==> src/rtl/ocpwm_pkg.sv <==
package ocpwm_pkg;

  typedef enum logic {
    LVL_LOW  = 1'b0,
    LVL_HIGH = 1'b1
  } lvl_e;

  localparam int unsigned DEF_CNT_W    = 16;
  localparam int unsigned DEF_DLY_W    = 8;
  localparam int unsigned DEF_INIT_DLY = 125;

endpackage

==> src/rtl/ocpwm_timebase.sv <==
module ocpwm_timebase #(
  parameter int unsigned CNT_W = ocpwm_pkg::DEF_CNT_W
) (
  input  logic             clk,
  input  logic             rst_n,
  input  logic             tick_i,
  output logic [CNT_W-1:0] cnt_o
);

  logic [CNT_W-1:0] cnt_q;

  always_ff @(posedge clk or negedge rst_n) begin
    if (!rst_n) begin
      cnt_q <= '0;
    end else if (tick_i) begin
      cnt_q <= cnt_q + CNT_W'(1);
    end
  end

  assign cnt_o = cnt_q;

  // one step per tick, wrapping naturally
  p_count_step_r2: assert property (@(posedge clk) disable iff (!rst_n)
    tick_i |=> cnt_q == CNT_W'($past(cnt_q) + CNT_W'(1)));

  // no tick, no movement
  p_count_hold_r2: assert property (@(posedge clk) disable iff (!rst_n)
    !tick_i |=> $stable(cnt_q));

endmodule

==> src/rtl/ocpwm_compare.sv <==
module ocpwm_compare #(
  parameter int unsigned CNT_W    = ocpwm_pkg::DEF_CNT_W,
  parameter int unsigned DLY_W    = ocpwm_pkg::DEF_DLY_W,
  parameter int unsigned INIT_DLY = ocpwm_pkg::DEF_INIT_DLY
) (
  input  logic             clk,
  input  logic             rst_n,
  input  logic             tick_i,
  input  logic [CNT_W-1:0] cnt_i,
  input  ocpwm_pkg::lvl_e  lvl_i,
  input  logic [DLY_W-1:0] on_dly_i,
  input  logic [DLY_W-1:0] off_dly_i,
  output logic             hit_o
);

  import ocpwm_pkg::*;

  // Next target: the base advanced by an unsigned delay, modulo 2^CNT_W.
  function automatic logic [CNT_W-1:0] advance(input logic [CNT_W-1:0] base,
                                               input logic [DLY_W-1:0] dly);
    return base + CNT_W'(dly);
  endfunction

  localparam logic [CNT_W-1:0] TGT_RST = CNT_W'(INIT_DLY);

  logic [CNT_W-1:0] tgt_q;
  logic [DLY_W-1:0] dly_sel;
  logic             hit;

  // The preset level says which segment the coming match starts.
  assign dly_sel = (lvl_i == LVL_HIGH) ? on_dly_i : off_dly_i;
  assign hit     = tick_i && (cnt_i == tgt_q);

  always_ff @(posedge clk or negedge rst_n) begin
    if (!rst_n) begin
      tgt_q <= advance('0, DLY_W'(TGT_RST));
    end else if (hit) begin
      tgt_q <= advance(tgt_q, dly_sel);
    end
  end

  assign hit_o = hit;

  // a high-going match moves the target by the on delay
  p_adv_on_r5: assert property (@(posedge clk) disable iff (!rst_n)
    (hit && lvl_i == LVL_HIGH) |=> tgt_q == CNT_W'($past(tgt_q) + CNT_W'($past(on_dly_i))));

  // a low-going match moves the target by the off delay
  p_adv_off_r5: assert property (@(posedge clk) disable iff (!rst_n)
    (hit && lvl_i == LVL_LOW) |=> tgt_q == CNT_W'($past(tgt_q) + CNT_W'($past(off_dly_i))));

  // delays do not reach the target between matches
  p_tgt_hold_r7: assert property (@(posedge clk) disable iff (!rst_n)
    !hit |=> $stable(tgt_q));

endmodule

==> src/rtl/ocpwm_level.sv <==
module ocpwm_level (
  input  logic            clk,
  input  logic            rst_n,
  input  logic            hit_i,
  output ocpwm_pkg::lvl_e lvl_o,
  output logic            pwm_o,
  output logic            strobe_o
);

  import ocpwm_pkg::*;

  lvl_e lvl_q;
  logic pwm_q;
  logic strobe_q;

  always_ff @(posedge clk or negedge rst_n) begin
    if (!rst_n) begin
      lvl_q    <= LVL_HIGH;
      pwm_q    <= 1'b0;
      strobe_q <= 1'b0;
    end else begin
      strobe_q <= hit_i;
      if (hit_i) begin
        pwm_q <= (lvl_q == LVL_HIGH);
        lvl_q <= (lvl_q == LVL_HIGH) ? LVL_LOW : LVL_HIGH;
      end
    end
  end

  assign lvl_o    = lvl_q;
  assign pwm_o    = pwm_q;
  assign strobe_o = strobe_q;

  // the pin takes the level preset before the match
  p_pin_preset_r3: assert property (@(posedge clk) disable iff (!rst_n)
    hit_i |=> pwm_q == ($past(lvl_q) == LVL_HIGH));

  // the strobe follows each match and nothing else
  p_strobe_r3: assert property (@(posedge clk) disable iff (!rst_n)
    hit_i |=> strobe_q);
  p_strobe_quiet_r3: assert property (@(posedge clk) disable iff (!rst_n)
    !hit_i |=> !strobe_q);

  // the preset level flips at every match
  p_level_flip_r4: assert property (@(posedge clk) disable iff (!rst_n)
    hit_i |=> lvl_q != $past(lvl_q));

  // between matches the pin and preset hold
  p_quiet_r9: assert property (@(posedge clk) disable iff (!rst_n)
    !hit_i |=> ($stable(pwm_q) && $stable(lvl_q)));

endmodule

==> src/rtl/ocpwm_gen.sv <==
module ocpwm_gen #(
  parameter int unsigned CNT_W    = ocpwm_pkg::DEF_CNT_W,
  parameter int unsigned DLY_W    = ocpwm_pkg::DEF_DLY_W,
  parameter int unsigned INIT_DLY = ocpwm_pkg::DEF_INIT_DLY
) (
  input  logic             clk,
  input  logic             rst_n,
  input  logic             tick_i,
  input  logic [DLY_W-1:0] on_dly_i,
  input  logic [DLY_W-1:0] off_dly_i,
  output logic             pwm_o,
  output logic             match_o,
  output logic [CNT_W-1:0] count_o
);

  import ocpwm_pkg::*;

  logic [CNT_W-1:0] cnt_w;
  logic             hit_w;
  lvl_e             lvl_w;

  ocpwm_timebase #(.CNT_W(CNT_W)) u_timebase (
    .clk    (clk),
    .rst_n  (rst_n),
    .tick_i (tick_i),
    .cnt_o  (cnt_w)
  );

  ocpwm_compare #(
    .CNT_W    (CNT_W),
    .DLY_W    (DLY_W),
    .INIT_DLY (INIT_DLY)
  ) u_compare (
    .clk       (clk),
    .rst_n     (rst_n),
    .tick_i    (tick_i),
    .cnt_i     (cnt_w),
    .lvl_i     (lvl_w),
    .on_dly_i  (on_dly_i),
    .off_dly_i (off_dly_i),
    .hit_o     (hit_w)
  );

  ocpwm_level u_level (
    .clk      (clk),
    .rst_n    (rst_n),
    .hit_i    (hit_w),
    .lvl_o    (lvl_w),
    .pwm_o    (pwm_o),
    .strobe_o (match_o)
  );

  assign count_o = cnt_w;

  // a strobe always follows a cycle where a tick moved the counter
  p_strobe_on_tick_r3: assert property (@(posedge clk) disable iff (!rst_n)
    match_o |-> $past(tick_i));

endmodule

==> config.mk <==
export PLATFORM = sky130hd
export DESIGN_NAME = ocpwm_gen
export DESIGN_NICKNAME = d
export VERILOG_FILES = /design/src/rtl/ocpwm_pkg.sv /design/src/rtl/ocpwm_timebase.sv /design/src/rtl/ocpwm_compare.sv /design/src/rtl/ocpwm_level.sv /design/src/rtl/ocpwm_gen.sv
export SDC_FILE = /design/constraint.sdc
export NUM_CORES = 1
export LEC_CHECK = 0
export ABC_AREA = 1
export BUFFER_PORTS_ARGS = -buffer_cell sky130_fd_sc_hd__buf_2
export CAP_MARGIN = 20
export CORE_ASPECT_RATIO = 0.6
export CORE_MARGIN = 10
export CORE_UTILIZATION = 40
export CTS_BUF_LIST = sky130_fd_sc_hd__clkbuf_16
export CTS_CLUSTER_SIZE = 28
export DETAILED_ROUTE_END_ITERATION = 8
export GPL_TIMING_DRIVEN = 0
export PLACE_DENSITY = 0.7
export SLEW_MARGIN = 10
export SYNTH_ARGS = -nofsm -noshare
export SYNTH_HDL_FRONTEND = slang
export SYNTH_SLANG_ARGS = --single-unit
==> constraint.sdc <==
create_clock -name clk -period 7.4 [get_ports clk]
set_input_delay 0.37 -clock clk [delete_from_list [all_inputs] [get_ports clk]]
set_output_delay 0.37 -clock clk [all_outputs]
set_load 0.03 [all_outputs]
==> flow_summary_export.csv <==
group,metric,value,unit
yosys,postSynthCellCount,407,
clock_network,h-tree-depth,2,
detailed_routing,drtAntennaViolNets,0,
power_and_ir_drop,p_per_area,202,nW/um^2
yosys,netlist_area,2660,sq um
yosys,syn-num-nets,436,
setup_path,r2r_start,"u_level.lvl_o",
final_layout,nNetsFinal,478,
yosys,synth.area.top_cells,"nand2_1 (27%), dfrtp_1 (26%), inv_1 (7.1%)",
clock_network,post-cts-setup-buffers,0,
global_route,grt_pass1_vias,2406,
placement,globalplace.congestion,0.962,
setup_path,path_class,"flop to flop",
setup_path,reg2reg_slack,4810,ps
setup_path,crit_arrival,2770,ps
setup_path,worstRegToRegCells,15,
yosys,ys_ff_latch,35,
power_and_ir_drop,total_power,0.623,mW
floorplan,rows,22,
clock_network,clk_path_buf_depth,2,
detailed_routing,wl_per_cell,13.4,microns
floorplan,core,6280,sq um
timing,final_hold_viol_count,0,
detailed_routing,dr.pass1.iters,5,
clock_network,cts_root_buf,"clkbuf_16",
timing,rsz0062_at_grt,"false",
timing,hold_ws,165,ps
yosys,syn_avg_cell_area,6.53,sq um
setup_path,worstSetupStartpointType,"flop",
placement,pre_cts_ws,4800,ps
floorplan,start_util,42.3,%
min_path,min_path_type,"primary input to async pin",
yosys,synth_warnings,0,
final_layout,fillers,666,
clock_network,ctsHoldBuffers,0,
timing,setup_viol,0,
final_layout,n_antenna_cell,0,
setup_path,cp-end-kind,"flop",
yosys,synth_ff_type,"dfrtp_1",
detailed_routing,routed_wl,7130,microns
final_layout,drive_gt1_share,16.9,%
floorplan,pin_count,37,
detailed_routing,avgViaCountPerCell,4.86,
global_route,grt_pass1_wl,11700,microns
yosys,yosys.cell_types.count,30,
clock_network,clk_latency,290,ps
final_layout,final_cell_count_no_fill,534,
timing,finalCritPeriodShare,35.0,%
global_route,grt.total_usage,13.4,%
detailed_routing,num_vias,2597,
global_route,grt_max_degree,36,
clock_network,numCtsBuffers,5,
timing,setup_ws,4810,ps
timing,min_period,2590,ps
global_route,grt_overflow,0,
global_route,antenna_found_initial,0,
setup_path,crit_start,"u_level.lvl_o",
power_and_ir_drop,leakage,1.74,nW
clock_network,cts_resized,0,
timing,clock_skew,10.8,ps
yosys,yosys-top-cells-count,"nand2_1 (189), inv_1 (50), nor2_1 (29), dfrtp_1 (28), nand3_1 (17)",
timing,maxSlewViolCount,0,
detailed_routing,drc_errors,0,
run,max-cap-violations,0,
yosys,ys_seq_area_share,33.3,%
clock_network,cts_sinks,35,
status,outcome,"finished clean",
setup_path,worstPathRequired,7580,ps
clock_network,cts_tree,"done",
yosys,ys_async_sr_fraction,100,%
placement,io_buffer_count,35,
timing,tns,0,ps
yosys,synth_top_area_share,26.7,%
timing,worst_pin_slew,787,ps
yosys,synth-edff-count,0,
yosys,synth_top_area_cell,"nand2_1",
detailed_routing,drt_first_iter_violations,234,
final_layout,area_growth,15.9,%
placement,hpwl,5690,microns
floorplan,dieArea,10400,sq um
floorplan,die_y,83.1,microns
timing,max_freq,386,MHz
floorplan,fp.dieW,125,microns
clock_network,path_clk_slew,60,ps
yosys,synthMostInstantiatedCell,"nand2_1",
power_and_ir_drop,vdd_ir_drop_max,0.000159,V
placement,dp.cells,526,
timing,max_slew_margin,47.6,%
setup_path,crit_fanout,10,
-- through the flow --
step | cell area [sq um] | util, %
3_5_place_dp | 2940 | 46.8
6_report | 3080 | 49.1
4_1_cts | 3080 | 49.1
3_3_place_gp | 2940 | 46.8
5_1_grt | 3080 | 49.1
2_1_floorplan | 2660 | -
-- critical path: stages (launching register included) --
cell and delay, ps:
dfstp_2 510, buf_2 180, clkinv_1 280, nand2_1 140, nand2_1 80, ha_1 210
fa_1 400, nand2_1 70, nand2_1 70, and2_1 180, nand2_1 80, nand2_1 70
nand3_1 70, nand2_1 50, nand2_1 50, nand2_1 40
-- state kept, by name, summed over array words and instances (netlist names) --
register,flops
u_level.lvl_o,1
u_compare.tgt_q,16
u_timebase.cnt_o,16
u_level.strobe_o,1
u_level.pwm_o,1
-- area by class of cell --
class                      instances  area, sq um  share of cell area [%]
clock inverter                     3         16.3                   0.528
clock buffer                       5          125                    4.06
sequential                        35          885                    28.7
timing repair buffer              35          175                    5.69
tap                               84          105                    3.41
inverter                          59          221                    7.19
multi-input combinational        308         1510                    48.9
buffer                             5         46.3                    1.50
-- cell families (layout without fill, tap and decap cells) --
family / after synthesis / in the layout / share of synthesized area [%]
buf+inv: 64 / 107 / 10.1
fa+ha+maj: 10 / 10 / 4.99
flops: 35 / 35 / 33.3
compound gates: 15 / 15 / 4.10
simple gates: 262 / 262 / 40.6
xor+xnor: 21 / 21 / 6.92
-- routing by layer --
| layer | vias to the layer above | GRT usage [%] | wire length [microns] |
|---|---|---|---|
| li1 | 1332 | - | - |
| met1 | 1140 | 20.4 | 3770 |
| met2 | 119 | 17.7 | 2630 |
| met3 | 6 | 3.68 | 680 |
| met4 | 0 | 3.42 | 52 |
| met5 | - | 0 | 0 |
-- final timing paths --
| kind | end |
|---|---|
| hold reg to reg | u_level.pwm_o |
| setup reg to reg | u_compare.tgt_q[12] |
| min in group clk | u_timebase.cnt_o[0] |
| max in group asynchronous | u_level.pwm_o |
| setup / recovery | u_compare.tgt_q[12] |
| hold / removal | u_timebase.cnt_o[5] |
-- layout by cell type (no fill, tap or decap), drive strengths merged, types with 2 or more instances in the layout --
master and instances:
nand3 18, nor3 5, buf 40, a21oi 4
nand4 9, clkbuf 5, inv 59, or2 3
xor2 15, xnor2 6, and2 2, nand3b 2
o21ai 8, a21o 2, dfstp 7, nor2 31
ha 9, clkinv 2, nand2 190, dfrtp 28
-- report_power, final --
part	internal, mW	switching [mW]	leakage (nW)	total, mW
logic	0.0540	0.110	1.25	0.164
clock network	0.123	0.0874	0.0710	0.210
registers	0.212	0.0365	0.423	0.248
No activity file was read; power rests on OpenSTA's default activity.
